## src/rtl/ahb_lb_pkg.sv

```systemverilog
package ahb_lb_pkg;

  typedef enum logic [1:0] {
    HT_IDLE   = 2'b00,
    HT_BUSY   = 2'b01,
    HT_NONSEQ = 2'b10,
    HT_SEQ    = 2'b11
  } htrans_e;

  typedef enum logic [1:0] {
    PH_IDLE  = 2'd0,
    PH_LATCH = 2'd1,
    PH_WAIT  = 2'd2
  } phase_e;

  localparam logic RESP_OKAY = 1'b0;

  function automatic logic is_transfer(input logic [1:0] t);
    return (htrans_e'(t) == HT_NONSEQ) || (htrans_e'(t) == HT_SEQ);
  endfunction

endpackage

```

## src/rtl/ahb_lb_addr_stage.sv

```systemverilog
module ahb_lb_addr_stage #(
  parameter int AW = 16
) (
  input  logic          clk,
  input  logic          rst_n,
  input  logic          take,
  input  logic [AW-1:0] addr_in,
  input  logic          write_in,
  output logic [AW-1:0] addr_q,
  output logic          write_q
);
  always_ff @(posedge clk or negedge rst_n) begin
    if (!rst_n) begin
      addr_q  <= '0;
      write_q <= 1'b0;
    end else if (take) begin
      addr_q  <= addr_in;
      write_q <= write_in;
    end
  end
endmodule

```

## src/rtl/ahb_lb_wdata_stage.sv

```systemverilog
module ahb_lb_wdata_stage #(
  parameter int DW = 32
) (
  input  logic          clk,
  input  logic          rst_n,
  input  logic          load,
  input  logic [DW-1:0] data_in,
  output logic [DW-1:0] data_q
);
  always_ff @(posedge clk or negedge rst_n) begin
    if (!rst_n)    data_q <= '0;
    else if (load) data_q <= data_in;
  end
endmodule

```

## src/rtl/ahb_lb_watchdog.sv

```systemverilog
module ahb_lb_watchdog #(
  parameter int LIMIT = 8
) (
  input  logic clk,
  input  logic rst_n,
  input  logic run,
  output logic expire
);
  localparam int CW = $clog2(LIMIT) + 1;
  logic [CW-1:0] cnt;

  always_ff @(posedge clk or negedge rst_n) begin
    if (!rst_n)   cnt <= '0;
    else if (run) cnt <= cnt + CW'(1);
    else          cnt <= '0;
  end

  assign expire = run && (cnt == CW'(LIMIT - 1));
endmodule

```

## src/rtl/ahb_lb_ctrl.sv

```systemverilog
module ahb_lb_ctrl
  import ahb_lb_pkg::*;
(
  input  logic       clk,
  input  logic       rst_n,
  input  logic       hsel,
  input  logic [1:0] htrans,
  input  logic       hready,
  input  logic       write_q,
  input  logic       ack,
  input  logic       expire,
  output logic       take_addr,
  output logic       load_wdata,
  output logic       strobe,
  output logic       run_wd,
  output logic       ready_out,
  output logic       pass_rdata
);
  phase_e state, state_nx;
  logic   done;
  logic   free;

  assign done      = (state == PH_WAIT) && (ack || expire);
  assign free      = (state == PH_IDLE) || done;
  assign take_addr = free && hsel && hready && is_transfer(htrans);

  always_comb begin
    state_nx = state;
    unique case (state)
      PH_IDLE:  if (take_addr) state_nx = PH_LATCH;
      PH_LATCH: state_nx = PH_WAIT;
      PH_WAIT:  if (done) state_nx = take_addr ? PH_LATCH : PH_IDLE;
      default:  state_nx = PH_IDLE;
    endcase
  end

  always_ff @(posedge clk or negedge rst_n) begin
    if (!rst_n) state <= PH_IDLE;
    else        state <= state_nx;
  end

  assign load_wdata = (state == PH_LATCH) && write_q;
  assign strobe     = (state == PH_WAIT);
  assign run_wd     = strobe;
  assign ready_out  = free;
  assign pass_rdata = (state == PH_WAIT) && ack && !write_q;
endmodule

```

## src/rtl/ahb_lb_bridge.sv

```systemverilog
module ahb_lb_bridge
  import ahb_lb_pkg::*;
#(
  parameter int AW          = 16,
  parameter int DW          = 32,
  parameter int TIMEOUT_CYC = 8
) (
  input  logic          hclk,
  input  logic          hresetn,
  input  logic          hsel,
  input  logic [AW-1:0] haddr,
  input  logic [1:0]    htrans,
  input  logic          hwrite,
  input  logic [DW-1:0] hwdata,
  input  logic          hready,
  output logic          hreadyout,
  output logic          hresp,
  output logic [DW-1:0] hrdata,
  output logic [AW-1:0] lb_addr,
  output logic          lb_strobe,
  output logic          lb_we,
  output logic [DW-1:0] lb_wdata,
  input  logic [DW-1:0] lb_rdata,
  input  logic          lb_ack
);
  logic take_addr, load_wdata, run_wd, expire, pass_rdata;

  ahb_lb_addr_stage #(.AW(AW)) u_addr (
    .clk(hclk), .rst_n(hresetn), .take(take_addr),
    .addr_in(haddr), .write_in(hwrite),
    .addr_q(lb_addr), .write_q(lb_we)
  );

  ahb_lb_wdata_stage #(.DW(DW)) u_wdata (
    .clk(hclk), .rst_n(hresetn), .load(load_wdata),
    .data_in(hwdata), .data_q(lb_wdata)
  );

  ahb_lb_watchdog #(.LIMIT(TIMEOUT_CYC)) u_wd (
    .clk(hclk), .rst_n(hresetn), .run(run_wd), .expire(expire)
  );

  ahb_lb_ctrl u_ctrl (
    .clk(hclk), .rst_n(hresetn), .hsel(hsel), .htrans(htrans),
    .hready(hready), .write_q(lb_we), .ack(lb_ack), .expire(expire),
    .take_addr(take_addr), .load_wdata(load_wdata), .strobe(lb_strobe),
    .run_wd(run_wd), .ready_out(hreadyout), .pass_rdata(pass_rdata)
  );

  assign hresp  = RESP_OKAY;
  assign hrdata = pass_rdata ? lb_rdata : '0;
endmodule

```

## config.mk

```make
export PLATFORM = sky130hd
export DESIGN_NAME = ahb_lb_bridge
export DESIGN_NICKNAME = d
export VERILOG_FILES = /design/src/rtl/ahb_lb_pkg.sv /design/src/rtl/ahb_lb_addr_stage.sv /design/src/rtl/ahb_lb_wdata_stage.sv /design/src/rtl/ahb_lb_watchdog.sv /design/src/rtl/ahb_lb_ctrl.sv /design/src/rtl/ahb_lb_bridge.sv
export SDC_FILE = /design/constraint.sdc
export NUM_CORES = 1
export LEC_CHECK = 0
export CAP_MARGIN = 0
export CELL_PAD_IN_SITES_DETAIL_PLACEMENT = 0
export CELL_PAD_IN_SITES_GLOBAL_PLACEMENT = 1
export CORE_UTILIZATION = 25
export DETAILED_ROUTE_END_ITERATION = 6
export PLACE_DENSITY_LB_ADDON = 0.1
export SYNTH_ARGS = -nofsm -noshare
export SYNTH_HDL_FRONTEND = slang
export SYNTH_SLANG_ARGS = --single-unit
```

## constraint.sdc

```tcl
create_clock -name hclk -period 2.6 [get_ports hclk]
set_clock_uncertainty 0.2 [all_clocks]
set_input_delay 0.52 -clock hclk [delete_from_list [all_inputs] [get_ports hclk]]
set_output_delay 0.52 -clock hclk [all_outputs]
set_load 0.01 [all_outputs]
```

# --- After elaboration in Yosys (flattened, before gate mapping) ---
# Index checks and enable logic that the tools add are counted.
classes:
  n_addsub: 1
  n_eq_ne: 7
  muxes: 6
  n_reduce_logical: 14
op_table:
  columns: ["op", "n"]
  rows:
  - ["32-bit two-way mux", 1]
  - ["1-bit logical AND", 8]
  - ["2-bit == test (second input constant)", 3]
  - ["2-bit one-hot mux with 3 select lines", 1]
  - ["4-bit by 1-bit adder with 4-bit output (second input constant)", 1]
  - ["4-bit by 3-bit == test with 1-bit output (second input constant)", 1]
  - ["2-bit two-way mux", 2]
  - ["4-bit two-way mux", 1]
  - ["2-bit by 1-bit != test with 1-bit output (second input constant)", 2]
  - ["1-bit logical OR", 3]
  - ["2-bit by 1-bit == test with 1-bit output (second input constant)", 1]
  - ["2-bit zero test", 1]
  - ["2-bit AND reduction", 1]
  - ["1-bit zero test", 1]
  - ["1-bit two-way mux", 1]
word_totals:
  regBits: 55
  elab_cells: 33

# --- Depth between registers and ports, before layout ---
depth:
  ltp_word: 11
  ltp_mapped: 6
  mapped_depth_nobuf: 4

# --- Cells and area by module ---
# Synthesis repeated with hierarchy kept, for this count alone.
hier_totals:
  hier_cells: 168
  hier_area_um2: 2602.5
by_module_without_submodules:
  columns: ["mod", "instances", "cells_per_inst", "area_per_inst_um2"]
  rows:
  - ["ahb_lb_wdata_stage", 1, 68, 1345.0]
  - ["ahb_lb_addr_stage", 1, 36, 685.7]
  - ["ahb_lb_bridge", 1, 37, 266.5]
  - ["ahb_lb_watchdog", 1, 14, 176.4]
  - ["ahb_lb_ctrl", 1, 13, 128.9]

# --- Least setup slack after synthesis ---
# Ideal clock, no wire load.
synth_path:
  path_kind: "reg2out"
  from: "reg u_ctrl.state[0]"
  to: "out hrdata[10]"
  arrival_ns: 1.357
  required_time_ns: 1.880
  path_slack_ns: 0.523
  path_stages_with_launch: 5
  n_path_buf: 1
  cell_sequence: "dfrtp_1 > nand2b_1 > nor3b_1 > clkbuf_1 > and2_1"
synth_via:
  elab_chain_len: 4
synth_rtl:
  columns: ["item", "line", "text"]
  rows:
  - ["start: declaration", "ahb_lb_ctrl.sv:19", "phase_e state, state_nx;"]
  - ["start signal: assignment", "ahb_lb_ctrl.sv:39", "else state <= state_nx;"]
  - ["2-bit == test", "ahb_lb_ctrl.sv:46", "assign pass_rdata = (state == PH_WAIT) && ack && !write_q;"]
  - ["1-bit logical AND (2 in a row)", "ahb_lb_ctrl.sv:46", null]
  - ["32-bit two-way mux", "ahb_lb_bridge.sv:51", "assign hrdata = pass_rdata ? lb_rdata : '0;"]
  - ["end: declaration", "ahb_lb_bridge.sv:18", "output logic [DW-1:0] hrdata,"]
# No other way between the ends.

# --- Final worst setup path ---
layout_path:
  from: "in lb_ack"
  to: "out hrdata[0]"
layout_via:
  elab_chain_len: 3
layout_rtl:
  columns: ["item", "line", "text"]
  rows:
  - ["start: declaration", "ahb_lb_bridge.sv:24", "input logic lb_ack"]
  - ["1-bit logical AND (2 in a row)", "ahb_lb_ctrl.sv:46", null]
  - ["32-bit two-way mux", "ahb_lb_bridge.sv:51", null]
# No other way between the ends.

==> impl_summary.log <==
[metrics] # H-tree levels: 2
[metrics] HPWL after detailed placement: 4860 um
[metrics] total negative slack for setup checks: 0 ps
[metrics] data arrival time of the critical path: 1820 ps
[metrics] kind of cell adding the most delay to the critical path: buffers and inverters
[metrics] filler cell count in the final layout: 875
[metrics] hold crit path type: input port to asynchronous set/reset pin
[metrics] Synth Instances: 166
[metrics] global-route wire length before repair: 9760 um
[metrics] actual transition at the worst max-transition pin: 718 ps
[metrics] leading cell types by total area after synthesis: sky130_fd_sc_hd__dfrtp_1, sky130_fd_sc_hd__mux2_2, sky130_fd_sc_hd__and2_1, sky130_fd_sc_hd__mux2_4, sky130_fd_sc_hd__buf_12
[metrics] Synth area leader: sky130_fd_sc_hd__dfrtp_1
[metrics] CTS Buffer Depth: 2
[metrics] Total Routed Length: 6290 um
[metrics] per-cell via count in the routed design: 4.16
[metrics] Antenna Violating Nets Remaining: 0
[metrics] Die X: 99.1 um
[metrics] Slew headroom: 52.1%
[metrics] Warnings, synthesis: 0
[metrics] crit path time final: 2540 ps
[metrics] Cell Rows: 35
[metrics] initial standard-cell utilization of the core: 25.6%
[metrics] number of buffers created by CTS: 5
[metrics] count of state elements after synthesis: 55
[metrics] Clock Latency Late Sink: 300 ps
[metrics] status: completed
[metrics] Mapped Nets: 255
[metrics] number of global-route vias before repair: 1,970
[metrics] final period utilization: 97.7%
[metrics] category of the critical setup timing path: input port to primary output
[metrics] core footprint: 9200 um^2
[metrics] RSZ-0062 raised after global routing: false
[metrics] initial antenna violation count: 0
[metrics] overall global routing resource usage: 12.6%
[metrics] Final setup violation count: 0
[metrics] capturing element type of the critical path: primary output
[metrics] clock tree from TritonCTS: done
[metrics] I/O Buffers: 169
[metrics] global route total overflow: 0
[metrics] Post-Syn Area per Cell: 14.2 um^2
[metrics] nets@finish: 429
[metrics] Layout Utilization: 46.4%
[metrics] VDD IR max: 0.303 mV
[metrics] Yosys top cell area share: 58.4%
[metrics] buffering stage count on the worst path with inverters included: 3
[metrics] die height: 99.1 um
[metrics] Final Hold Fails: 0
[metrics] max frequency: 394 MHz
[metrics] Num Clock Sinks: 55
[metrics] Avg WL per Cell: 13.9 um
[metrics] Power per Cell Area: 699 nW/um^2
[metrics] count of routing violations after the opening detailed-route iteration: 23
[metrics] Pins Over Slew Limit: 0
[metrics] root buf cell: sky130_fd_sc_hd__clkbuf_8
[metrics] register area share after synthesis: 58.4%
[metrics] max-capacitance violation count: 0
[metrics] Post-Layout Cell Count: 452
[metrics] standby leakage power: 1.89 nW
[metrics] total instance count after detailed placement: 444
[metrics] share of final-layout standard cells stronger than drive strength 1: 19.4%
[metrics] Area Growth Syn to Fin: 81.0%
[metrics] number of remaining DRC errors: 0
[metrics] startpoint type of the worst setup path: input port
[metrics] WP data required: 1880 ps
[metrics] clk slew on worst S/H paths: 100 ps
[metrics] cell-by-cell listing of the critical path: clkdlybuf4s50_1 > nor3b_4 > buf_12 > and2_1 > dlygate4sd2_1
[metrics] last weighted congestion value of the routability-driven placer: 0.725
[metrics] Ports: 172
[metrics] maximum number of pins on one net before global-route repair: 33
[metrics] total via count after detailed routing: 1,881
[metrics] antenna diode count: 0
[metrics] number of distinct library cells after synthesis: 23
[metrics] die area: 9830 um^2
[metrics] critical-path cell with the highest stage delay: sky130_fd_sc_hd__clkdlybuf4s50_1
[metrics] critical path fanouts, max: 32
[metrics] Initial DRT Pass Iterations: 3
[metrics] synthesized area: 2360 um^2
[metrics] Worst path max stage delay: 480 ps
## through the flow
step / instance area, um^2 / worst slack (ps) / power (mW) / hold WS (ps)
after global placement: 4200 / -243 / 2.54 / 249
final: 4270 / 59.2 / 2.98 / 58.8
after global routing: 4270 / 0.355 / 3.17 / 107
after CTS: 4250 / 49.0 / 3.04 / 82.6
after detailed placement: 4200 / -242 / 2.55 / 256
after floorplan: 2360 / 523 / 1.74 / 24.4
## registers in the layout, summed over array words and instances (netlist names)
| signal | count |
|---|---|
| u_wdata.data_q | 32 |
| u_wd.cnt | 4 |
| u_addr.addr_q | 16 |
| u_addr.write_q | 1 |
| u_ctrl.state | 2 |
## per-layer routing
| layer | global-route usage [%] | part of all wire (%) | vias up | wire (um) |
|---|---|---|---|---|
| met5 | 0 | 0 | - | 0 |
| met4 | 2.04 | 0.32 | 0 | 20 |
| met3 | 5.90 | 11 | 5 | 696 |
| met2 | 20.2 | 47 | 92 | 2950 |
| met1 | 15.9 | 42 | 885 | 2620 |
| li1 | - | - | 899 | - |
## placed cells by master (no fill, tap or decap)
| cell | synthesis | routed |
|---|---|---|
| sky130_fd_sc_hd__a21o_1 | 1 | 1 |
| sky130_fd_sc_hd__and2_1 | 33 | 33 |
| sky130_fd_sc_hd__and3b_1 | 1 | 1 |
| sky130_fd_sc_hd__and4b_1 | 1 | 1 |
| sky130_fd_sc_hd__buf_12 | 1 | 2 |
| sky130_fd_sc_hd__buf_2 | 3 | 1 |
| sky130_fd_sc_hd__buf_4 | 1 | 5 |
| sky130_fd_sc_hd__clkbuf_8 | 0 | 5 |
| sky130_fd_sc_hd__clkdlybuf4s15_1 | 0 | 12 |
| sky130_fd_sc_hd__clkdlybuf4s50_1 | 0 | 135 |
| sky130_fd_sc_hd__clkinv_2 | 0 | 2 |
| sky130_fd_sc_hd__conb_1 | 1 | 1 |
| sky130_fd_sc_hd__dfrtp_1 | 55 | 55 |
| sky130_fd_sc_hd__dlygate4sd2_1 | 0 | 21 |
| sky130_fd_sc_hd__ha_1 | 1 | 1 |
| sky130_fd_sc_hd__inv_1 | 2 | 2 |
| sky130_fd_sc_hd__inv_6 | 0 | 1 |
| sky130_fd_sc_hd__mux2_2 | 40 | 40 |
| sky130_fd_sc_hd__mux2_4 | 9 | 9 |
| sky130_fd_sc_hd__nand2b_1 | 1 | 1 |
| sky130_fd_sc_hd__nand3_1 | 2 | 2 |
| sky130_fd_sc_hd__nor2_1 | 4 | 4 |
| sky130_fd_sc_hd__nor3_1 | 2 | 2 |
| sky130_fd_sc_hd__nor3b_4 | 0 | 1 |
| sky130_fd_sc_hd__o31a_1 | 1 | 1 |
| sky130_fd_sc_hd__xnor2_1 | 1 | 1 |
| sky130_fd_sc_hd__xor2_1 | 1 | 1 |
## what timing repair did
action                                  in CTS  in global routing
setup buffers                                0                  0
hold endpoints to repair                     0                  0
hold buffers                                 0                  0
endpoints found under the setup margin      33                 12
resized for setup                           34                 12
## kinds of logic after synthesis
logic type | after synthesis | share of synthesized area (%)
multiplexers | 49 | 24.8
flip-flops | 55 | 58.4
other | 1 | 0.159
AO/OA/AOI/OAI | 2 | 0.690
buffers and inverters | 11 | 3.08
adder cells (fa/ha/maj) | 1 | 0.530
AND/OR/NAND/NOR | 45 | 11.6
XOR/XNOR | 2 | 0.743
## synthesized netlist by cell type (all sizes together)
master	instances
xnor2	1
and4b	1
nor3b	1
nand3	2
nor2	4
nand2b	1
and2	33
inv	2
mux2	49
xor2	1
buf	6
and3b	1
clkbuf	3
dfrtp	55
o31a	1
conb	1
a21o	1
ha	1
nor3	2
## final cells by class
| cell class | count | area [um^2] | share of cell area, % |
|---|---|---|---|
| clock inverter | 3 | 18.8 | 0.440 |
| sequential | 55 | 1380 | 32.2 |
| clock buffer | 5 | 68.8 | 1.61 |
| tap | 111 | 139 | 3.25 |
| inverter | 2 | 7.51 | 0.176 |
| multi-input combinational | 100 | 921 | 21.6 |
| timing repair buffer | 176 | 1740 | 40.7 |
## power by group
group | switching (mW) | internal [mW] | total, mW | leakage, nW
clock | 0.281 | 0.191 | 0.471 | 0.0483
sequential | 0.136 | 1.14 | 1.27 | 0.657
combinational | 0.399 | 0.838 | 1.24 | 1.19
## path summary, 6_finish.rpt
path | startpoint | to | slack, ps | cells after the start
max in group asynchronous | hresetn | u_wdata.data_q[5] | 1470 | 2
min reg2reg | u_wd.cnt[0] | u_wd.cnt[0] | 260 | 1
max reg2reg | u_wd.cnt[0] | u_addr.addr_q[5] | 680 | 5
min | hresetn | u_wdata.data_q[25] | 60 | 1
min in group hclk | u_wd.cnt[0] | u_wd.cnt[0] | 260 | 1
max | lb_ack | hrdata[0] | 60 | 5
Note: power is estimated with default switching activity, not from simulation.
